==> config.mk <==
export PLATFORM = sky130hd
export DESIGN_NAME = keypad_seq_detector
export DESIGN_NICKNAME = d
export VERILOG_FILES = /design/src/rtl/kseq_pkg.sv /design/src/rtl/kseq_btn_filter.sv /design/src/rtl/kseq_tracker.sv /design/src/rtl/kseq_led_driver.sv /design/src/rtl/keypad_seq_detector.sv
export SDC_FILE = /design/constraint.sdc
export NUM_CORES = 1
export LEC_CHECK = 0
export BUFFER_PORTS_ARGS = -buffer_cell sky130_fd_sc_hd__buf_2
export CORE_ASPECT_RATIO = 2
export CORE_MARGIN = 2
export CORE_UTILIZATION = 60
export DETAILED_ROUTE_END_ITERATION = 10
export GPL_ROUTABILITY_DRIVEN = 0
export HOLD_SLACK_MARGIN = 0.03
export PLACE_DENSITY = 0.77
export SETUP_SLACK_MARGIN = 0.5
export SLEW_MARGIN = 20
export SYNTH_ARGS = -nofsm -noshare
export SYNTH_HDL_FRONTEND = slang
export SYNTH_HIERARCHICAL = 1
export SYNTH_SLANG_ARGS = --single-unit
==> constraint.sdc <==
create_clock -name clk -period 4.35 [get_ports clk]
set_input_delay 0.2175 -clock clk [delete_from_list [all_inputs] [get_ports clk]]
set_output_delay 0.2175 -clock clk [all_outputs]
set_load 0.1 [all_outputs]
==> src/rtl/kseq_pkg.sv <==
package kseq_pkg;
  localparam int N_SYM    = 4;
  localparam int CODE_LEN = 5;

  // symbol value minus one: 2'd0 is symbol 1, 2'd3 is symbol 4
  typedef logic [1:0] sym_t;

  typedef enum logic [1:0] {
    SES_ENTER = 2'd0,
    SES_MATCH = 2'd1,
    SES_LOCK  = 2'd2
  } ses_e;

  // code 4 3 1 2 3, encoded as value minus one
  function automatic sym_t code_sym(input int unsigned k);
    case (k)
      0:       return 2'd3;
      1:       return 2'd2;
      2:       return 2'd0;
      3:       return 2'd1;
      default: return 2'd2;
    endcase
  endfunction
endpackage

==> src/rtl/kseq_btn_filter.sv <==
module kseq_btn_filter #(
  parameter int DEB_CYCLES = 250000
) (
  input  logic clk,
  input  logic rst,
  input  logic raw,
  output logic press
);
  localparam int RUN_W = $clog2(DEB_CYCLES + 1);

  logic             sync1, sync2;
  logic [RUN_W-1:0] run;
  logic             level, level_d;

  always_ff @(posedge clk) begin
    if (rst) begin
      sync1   <= 1'b0;
      sync2   <= 1'b0;
      run     <= '0;
      level   <= 1'b0;
      level_d <= 1'b0;
    end else begin
      sync1   <= raw;
      sync2   <= sync1;
      level_d <= level;
      if (!sync2) begin
        run   <= '0;
        level <= 1'b0;
      end else if (run == RUN_W'(DEB_CYCLES - 1)) begin
        level <= 1'b1;
      end else begin
        run <= run + 1'b1;
      end
    end
  end

  assign press = level & ~level_d;
endmodule

==> src/rtl/kseq_tracker.sv <==
module kseq_tracker
  import kseq_pkg::*;
#(
  parameter int MAX_SYMS = 10
) (
  input  logic clk,
  input  logic rst,
  input  logic init_go,
  input  logic sym_go,
  input  sym_t sym,
  output ses_e ses
);
  localparam int CNT_W  = $clog2(MAX_SYMS + 1);
  localparam int PROG_W = $clog2(CODE_LEN + 1);

  logic [CNT_W-1:0]  count;
  logic [PROG_W-1:0] prog, prog_nxt;

  // partial-match step; the code's first symbol occurs nowhere else in it,
  // so every fallback lands on state 1 (a 4) or state 0
  always_comb begin
    if (sym == code_sym(int'(prog)))   prog_nxt = prog + 1'b1;
    else if (sym == code_sym(0))       prog_nxt = PROG_W'(1);
    else                               prog_nxt = '0;
  end

  always_ff @(posedge clk) begin
    if (rst || init_go) begin
      ses   <= SES_ENTER;
      count <= '0;
      prog  <= '0;
    end else if (ses == SES_ENTER && sym_go) begin
      count <= count + 1'b1;
      prog  <= prog_nxt;
      if (prog_nxt == PROG_W'(CODE_LEN))              ses <= SES_MATCH;
      else if (count == CNT_W'(MAX_SYMS - 1))         ses <= SES_LOCK;
    end
  end
endmodule

==> src/rtl/kseq_led_driver.sv <==
module kseq_led_driver
  import kseq_pkg::*;
#(
  parameter int LED_W     = 12,
  parameter int FLASH_DIV = 12500000
) (
  input  logic             clk,
  input  logic             rst,
  input  ses_e             ses,
  output logic [LED_W-1:0] led
);
  localparam int DIV_W = $clog2(FLASH_DIV + 1);

  logic [DIV_W-1:0] div;
  logic             phase;
  logic [LED_W-1:0] lock_pat;

  for (genvar i = 0; i < LED_W; i++) begin : g_pat
    assign lock_pat[i] = ((LED_W - 1 - i) % 2) == 0;
  end

  always_ff @(posedge clk) begin
    if (rst || ses != SES_MATCH) begin
      div   <= '0;
      phase <= 1'b1;
    end else if (div == DIV_W'(FLASH_DIV - 1)) begin
      div   <= '0;
      phase <= ~phase;
    end else begin
      div <= div + 1'b1;
    end
  end

  always_comb begin
    case (ses)
      SES_MATCH: led = phase ? '1 : '0;
      SES_LOCK:  led = lock_pat;
      default:   led = '0;
    endcase
  end
endmodule

==> src/rtl/keypad_seq_detector.sv <==
module keypad_seq_detector
  import kseq_pkg::*;
#(
  parameter int DEB_CYCLES = 250000,
  parameter int FLASH_DIV  = 12500000,
  parameter int LED_W      = 12,
  parameter int MAX_SYMS   = 10
) (
  input  logic             clk,
  input  logic             rst,
  input  logic [N_SYM-1:0] sym_btn_raw,
  input  logic             init_btn_raw,
  output logic [LED_W-1:0] led,
  output logic             matched,
  output logic             locked
);
  localparam int N_BTN = N_SYM + 1;

  logic [N_BTN-1:0] raw_all, press_all;
  logic [N_SYM-1:0] sym_press;
  logic             init_go, sym_go;
  sym_t             sym_val;
  ses_e             ses;

  assign raw_all = {init_btn_raw, sym_btn_raw};

  for (genvar g = 0; g < N_BTN; g++) begin : g_btn
    kseq_btn_filter #(.DEB_CYCLES(DEB_CYCLES)) u_flt (
      .clk(clk), .rst(rst), .raw(raw_all[g]), .press(press_all[g])
    );
  end

  assign init_go   = press_all[N_SYM];
  assign sym_press = press_all[N_SYM-1:0];

  // lowest-numbered symbol wins
  always_comb begin
    sym_go  = |sym_press;
    sym_val = '0;
    for (int i = N_SYM - 1; i >= 0; i--) begin
      if (sym_press[i]) sym_val = sym_t'(i);
    end
  end

  kseq_tracker #(.MAX_SYMS(MAX_SYMS)) u_trk (
    .clk(clk), .rst(rst), .init_go(init_go), .sym_go(sym_go),
    .sym(sym_val), .ses(ses)
  );

  kseq_led_driver #(.LED_W(LED_W), .FLASH_DIV(FLASH_DIV)) u_led (
    .clk(clk), .rst(rst), .ses(ses), .led(led)
  );

  assign matched = (ses == SES_MATCH);
  assign locked  = (ses == SES_LOCK);
endmodule

==> impl_summary.txt <==
----------------------------------------------------
[Yosys]
  Synthesized cell area ... 0.00666 mm2
  Most used flip-flop cell after synthesis ... sky130_fd_sc_hd__dfxtp_1
  Per-instance average area after synthesis ... 8.74 um2
  Flip-flop and latch count after synthesis ... 144
  Synthesis warning total ... 6
  Fraction of the yosys area taken by sequential cells ... 43.3%
  Number of enable-type register cells in the synthesized netlist ... 0
  Share of async-settable or async-resettable flops after synthesis ... 0%
  Number of library cell types mapped by synthesis ... 57
  Post-synthesis instance total ... 762
  Post-synthesis net count ... 783

[Clock network]
  Hold-fix buffer count after cts ... 4
  Clock latency of the later-clocked register in the worst-skew pair ... 410 ps
  Root buffer selected by CTS ... sky130_fd_sc_hd__clkbuf_16
  Setup Buffers After CTS ... 0
  CTS Buf Count ... 17
  Clk sinks ... 144
  Clock Path Buffers ... 2
  CTS clk-pin slew, worst paths ... 60 ps
  H-tree levels ... 4
  Post-CTS sizing ... 0
  TritonCTS clock tree ... yes

[Setup path]
  Register-to-register setup slack ... 1910 ps
  Maximum net fanout on the critical path ... 24
  Endpoint arrival time on the critical path ... 2700 ps
  Critical path class ... reg -> reg
  Element type at the critical path end ... flop
  Worst r2r src ... u_led/div[0]$_SDFF_PP0_
  Critical path required time ... 4620 ps
  First element of the critical path ... u_led/div[0]$_SDFF_PP0_
  CP startpoint kind ... flop

[STA]
  Final critical path time including I/O delays and setup ... 2440 ps
  Final worst clock skew ... 9.32 ps
  Actual transition at the worst max-transition pin ... 937 ps
  Max Clk Rate ... 410 MHz
  Final number of hold-violating endpoints ... 0
  Number of slew-limit violations in the final report ... 0
  Number of endpoints failing setup at the final stage ... 0
  Relative slew margins ... 37.5%
  Share of the clock period used by the worst path after layout ... 56.0%
  Setup repair after global routing missed its margin ... no
  Final TNS setup ... 0 ps

[Global route]
  First-pass GRT wire length ... 23.0 mm
  Number of global-route vias before repair ... 5487
  Overflow left after global routing ... 0
  GRT Resource Usage Total ... 23.2%
  Antenna violations before repair ... 0
  Pin count of the biggest net entering global routing ... 30

[Die]
  Die area ... 0.0120 mm2
  Die outline width ... 78.5 um
  Number of placed I/O pins ... 21
  Core Area ... 0.0109 mm2
  Number of placement rows ... 54
  Starting density of the core ... 61.2%
  DIE HEIGHT ... 153 um

[Run]
  Total of max-cap violations ... 0

[Pwr]
  Net switching fraction of the power ... 20.8%
  Power density of the placed cells ... 384 mW/mm2
  Sequential group share of total power ... 46.5%
  Power share of the clock group ... 52.6%
  Worst supply voltage drop on vdd ... 0.363 mV
  Part of the power in combinational logic ... 1.0%
  LEAKAGE ... 2.51 nW
  Cell-internal power ... 2.26 mW
  Switching component of the power ... 0.594 mW
  Tot Pwr ... 2.86 mW

[Route]
  Wire length reported by the detailed router ... 13.3 mm
  Initial DRC count ... 207
  Number of remaining DRC errors ... 0
  Routed via count divided by cell count ... 5.98
  Total iterations of the first detailed-routing run ... 5
  Remaining number of nets flagged by the antenna check after routing ... 0
  Wire per inst ... 14.3 um
  Number of vias in the routed layout ... 5553

[Place]
  Number of buffers added on ports ... 20
  Detailed Place HPWL ... 9.41 mm

[Worst hold path]
  Kind of path behind the tightest hold check ... in -> reg
  Critical hold path startpoint ... sym_btn_raw[0]

[Finish]
  Fraction of final layout cells with drive strength greater than 1 ... 10.8%
  Synth-to-Final Area Change ... 11.6%
  Antenna fix cells ... 0
  Final layout net count ... 797

[Run status]
  Status ... completed

----------------------------------------------------
metrics by stage:
stage                     instances  utilization (%)  worst slack [ps]  hold slack [ps]  area (um2)
after floorplan                 762                -              1440              289        6660
after global placement          893             62.2              2030              424        6770
after detailed placement        893             62.2              1930              433        6770
after CTS                       929             68.3              1920             62.8        7430
after global routing            929             68.3              1650             59.3        7430
final                           929             68.3              1910             81.0        7430
metal layers:
metal,up-vias,global-route usage (%),share of wire [%]
met5,-,0,0
met4,0,11.8,2.6
met3,26,4.78,2.7
met2,95,44.8,57
met1,2673,22.3,38
li1,2759,-,-
placed cells by master, fill, tap and decap left out, types with 11 or more instances in the layout:
cell type and n:
sky130_fd_sc_hd__o31ai_1 11, sky130_fd_sc_hd__xor2_1 31, sky130_fd_sc_hd__inv_1 21, sky130_fd_sc_hd__and4_1 12, sky130_fd_sc_hd__xnor2_1 13, sky130_fd_sc_hd__and3_1 12, sky130_fd_sc_hd__nand4_1 21, sky130_fd_sc_hd__clkbuf_16 17
sky130_fd_sc_hd__ha_1 14, sky130_fd_sc_hd__buf_2 20, sky130_fd_sc_hd__nor2b_1 18, sky130_fd_sc_hd__o21ai_0 45, sky130_fd_sc_hd__dfxtp_1 144, sky130_fd_sc_hd__nand2_1 59, sky130_fd_sc_hd__or4_1 16, sky130_fd_sc_hd__or3_1 40
sky130_fd_sc_hd__a21oi_1 62, sky130_fd_sc_hd__nand3_1 47, sky130_fd_sc_hd__nor2_1 71
final timing paths:
path | end | depth (start not counted)
setup / recovery | u_led/div[2]$_SDFF_PP0_ | 5
hold / removal | g_btn[0].u_flt/sync1$_SDFF_PP0_ | 2
setup reg to reg | u_led/div[2]$_SDFF_PP0_ | 5
hold reg to reg | g_btn[1].u_flt/sync2$_SDFF_PP0_ | 1
kinds of logic after synthesis:
family | count (synthesis) | synth area share [%]
adder cells (fa/ha/maj) | 14 | 2.63
flip-flops | 144 | 43.3
buffers and inverters | 50 | 3.63
XOR/XNOR | 44 | 5.79
AND/OR/NAND/NOR | 359 | 31.0
multiplexers | 5 | 0.752
AO/OA/AOI/OAI | 146 | 12.9
cell type report:
class / instances / area, um2
clock buffers: 18 / 439
clock inverters: 14 / 180
fillers: 881 / 3450
inverters: 21 / 78.8
multi-input cells: 568 / 3530
flip-flops and latches: 144 / 2880
well taps: 140 / 175
repair buffers: 24 / 140
state kept, by name (all words and copies together) (netlist names):
signal and flops:
g_btn.u_flt/run 90, u_led/div 24, g_btn.u_flt/level 5, g_btn.u_flt/level_d 5
g_btn.u_flt/sync1 5, g_btn.u_flt/sync2 5, u_trk/count 4, u_trk/prog 3
u_trk/ses 2, u_led/phase 1
Yosys cell counts (all sizes together) (3+ instances only):
master	instances	area share, %
nand2b	12	1.7
ha	14	2.6
or3b	3	0.39
clkbuf	17	0.98
and2	6	0.56
nor2	71	4.0
nand2	59	3.3
or4bb	5	0.85
o21ai	51	3.9
and2b	5	0.66
a31oi	5	0.47
nand3	47	3.5
a21oi	63	4.8
mux2i	5	0.75
and4	17	2.3
o31ai	11	1.2
or3	40	3.8
nor3	6	0.45
xor2	31	4.1
inv	21	1.2
dfxtp	144	43
xnor2	13	1.7
nor2b	18	1.7
buf	12	1.5
or2b	5	0.56
or4	21	2.6
nand4	22	2.2
a211oi	6	1.1
and3	12	1.1
critical path: stages, from the launching register on:
cell and delay [ps]:
sky130_fd_sc_hd__dfxtp_1 390, sky130_fd_sc_hd__ha_1 250, sky130_fd_sc_hd__nand4_1 160, sky130_fd_sc_hd__or4_1 580, sky130_fd_sc_hd__o21ai_2 780, sky130_fd_sc_hd__nor2_1 120
power groups by stage:
| stage | combinational, mW | sequential (mW) | clock (mW) |
|---|---|---|---|
| after floorplan | 0.0158 | 1.36 | 0 |
| after CTS | 0.0276 | 1.33 | 1.53 |
| after global routing | 0.0303 | 1.33 | 1.59 |
| after global placement | 0.0241 | 1.36 | 0 |
| after detailed placement | 0.0249 | 1.36 | 0 |
| final | 0.0275 | 1.33 | 1.50 |
Note: power is estimated with default switching activity, not from simulation.
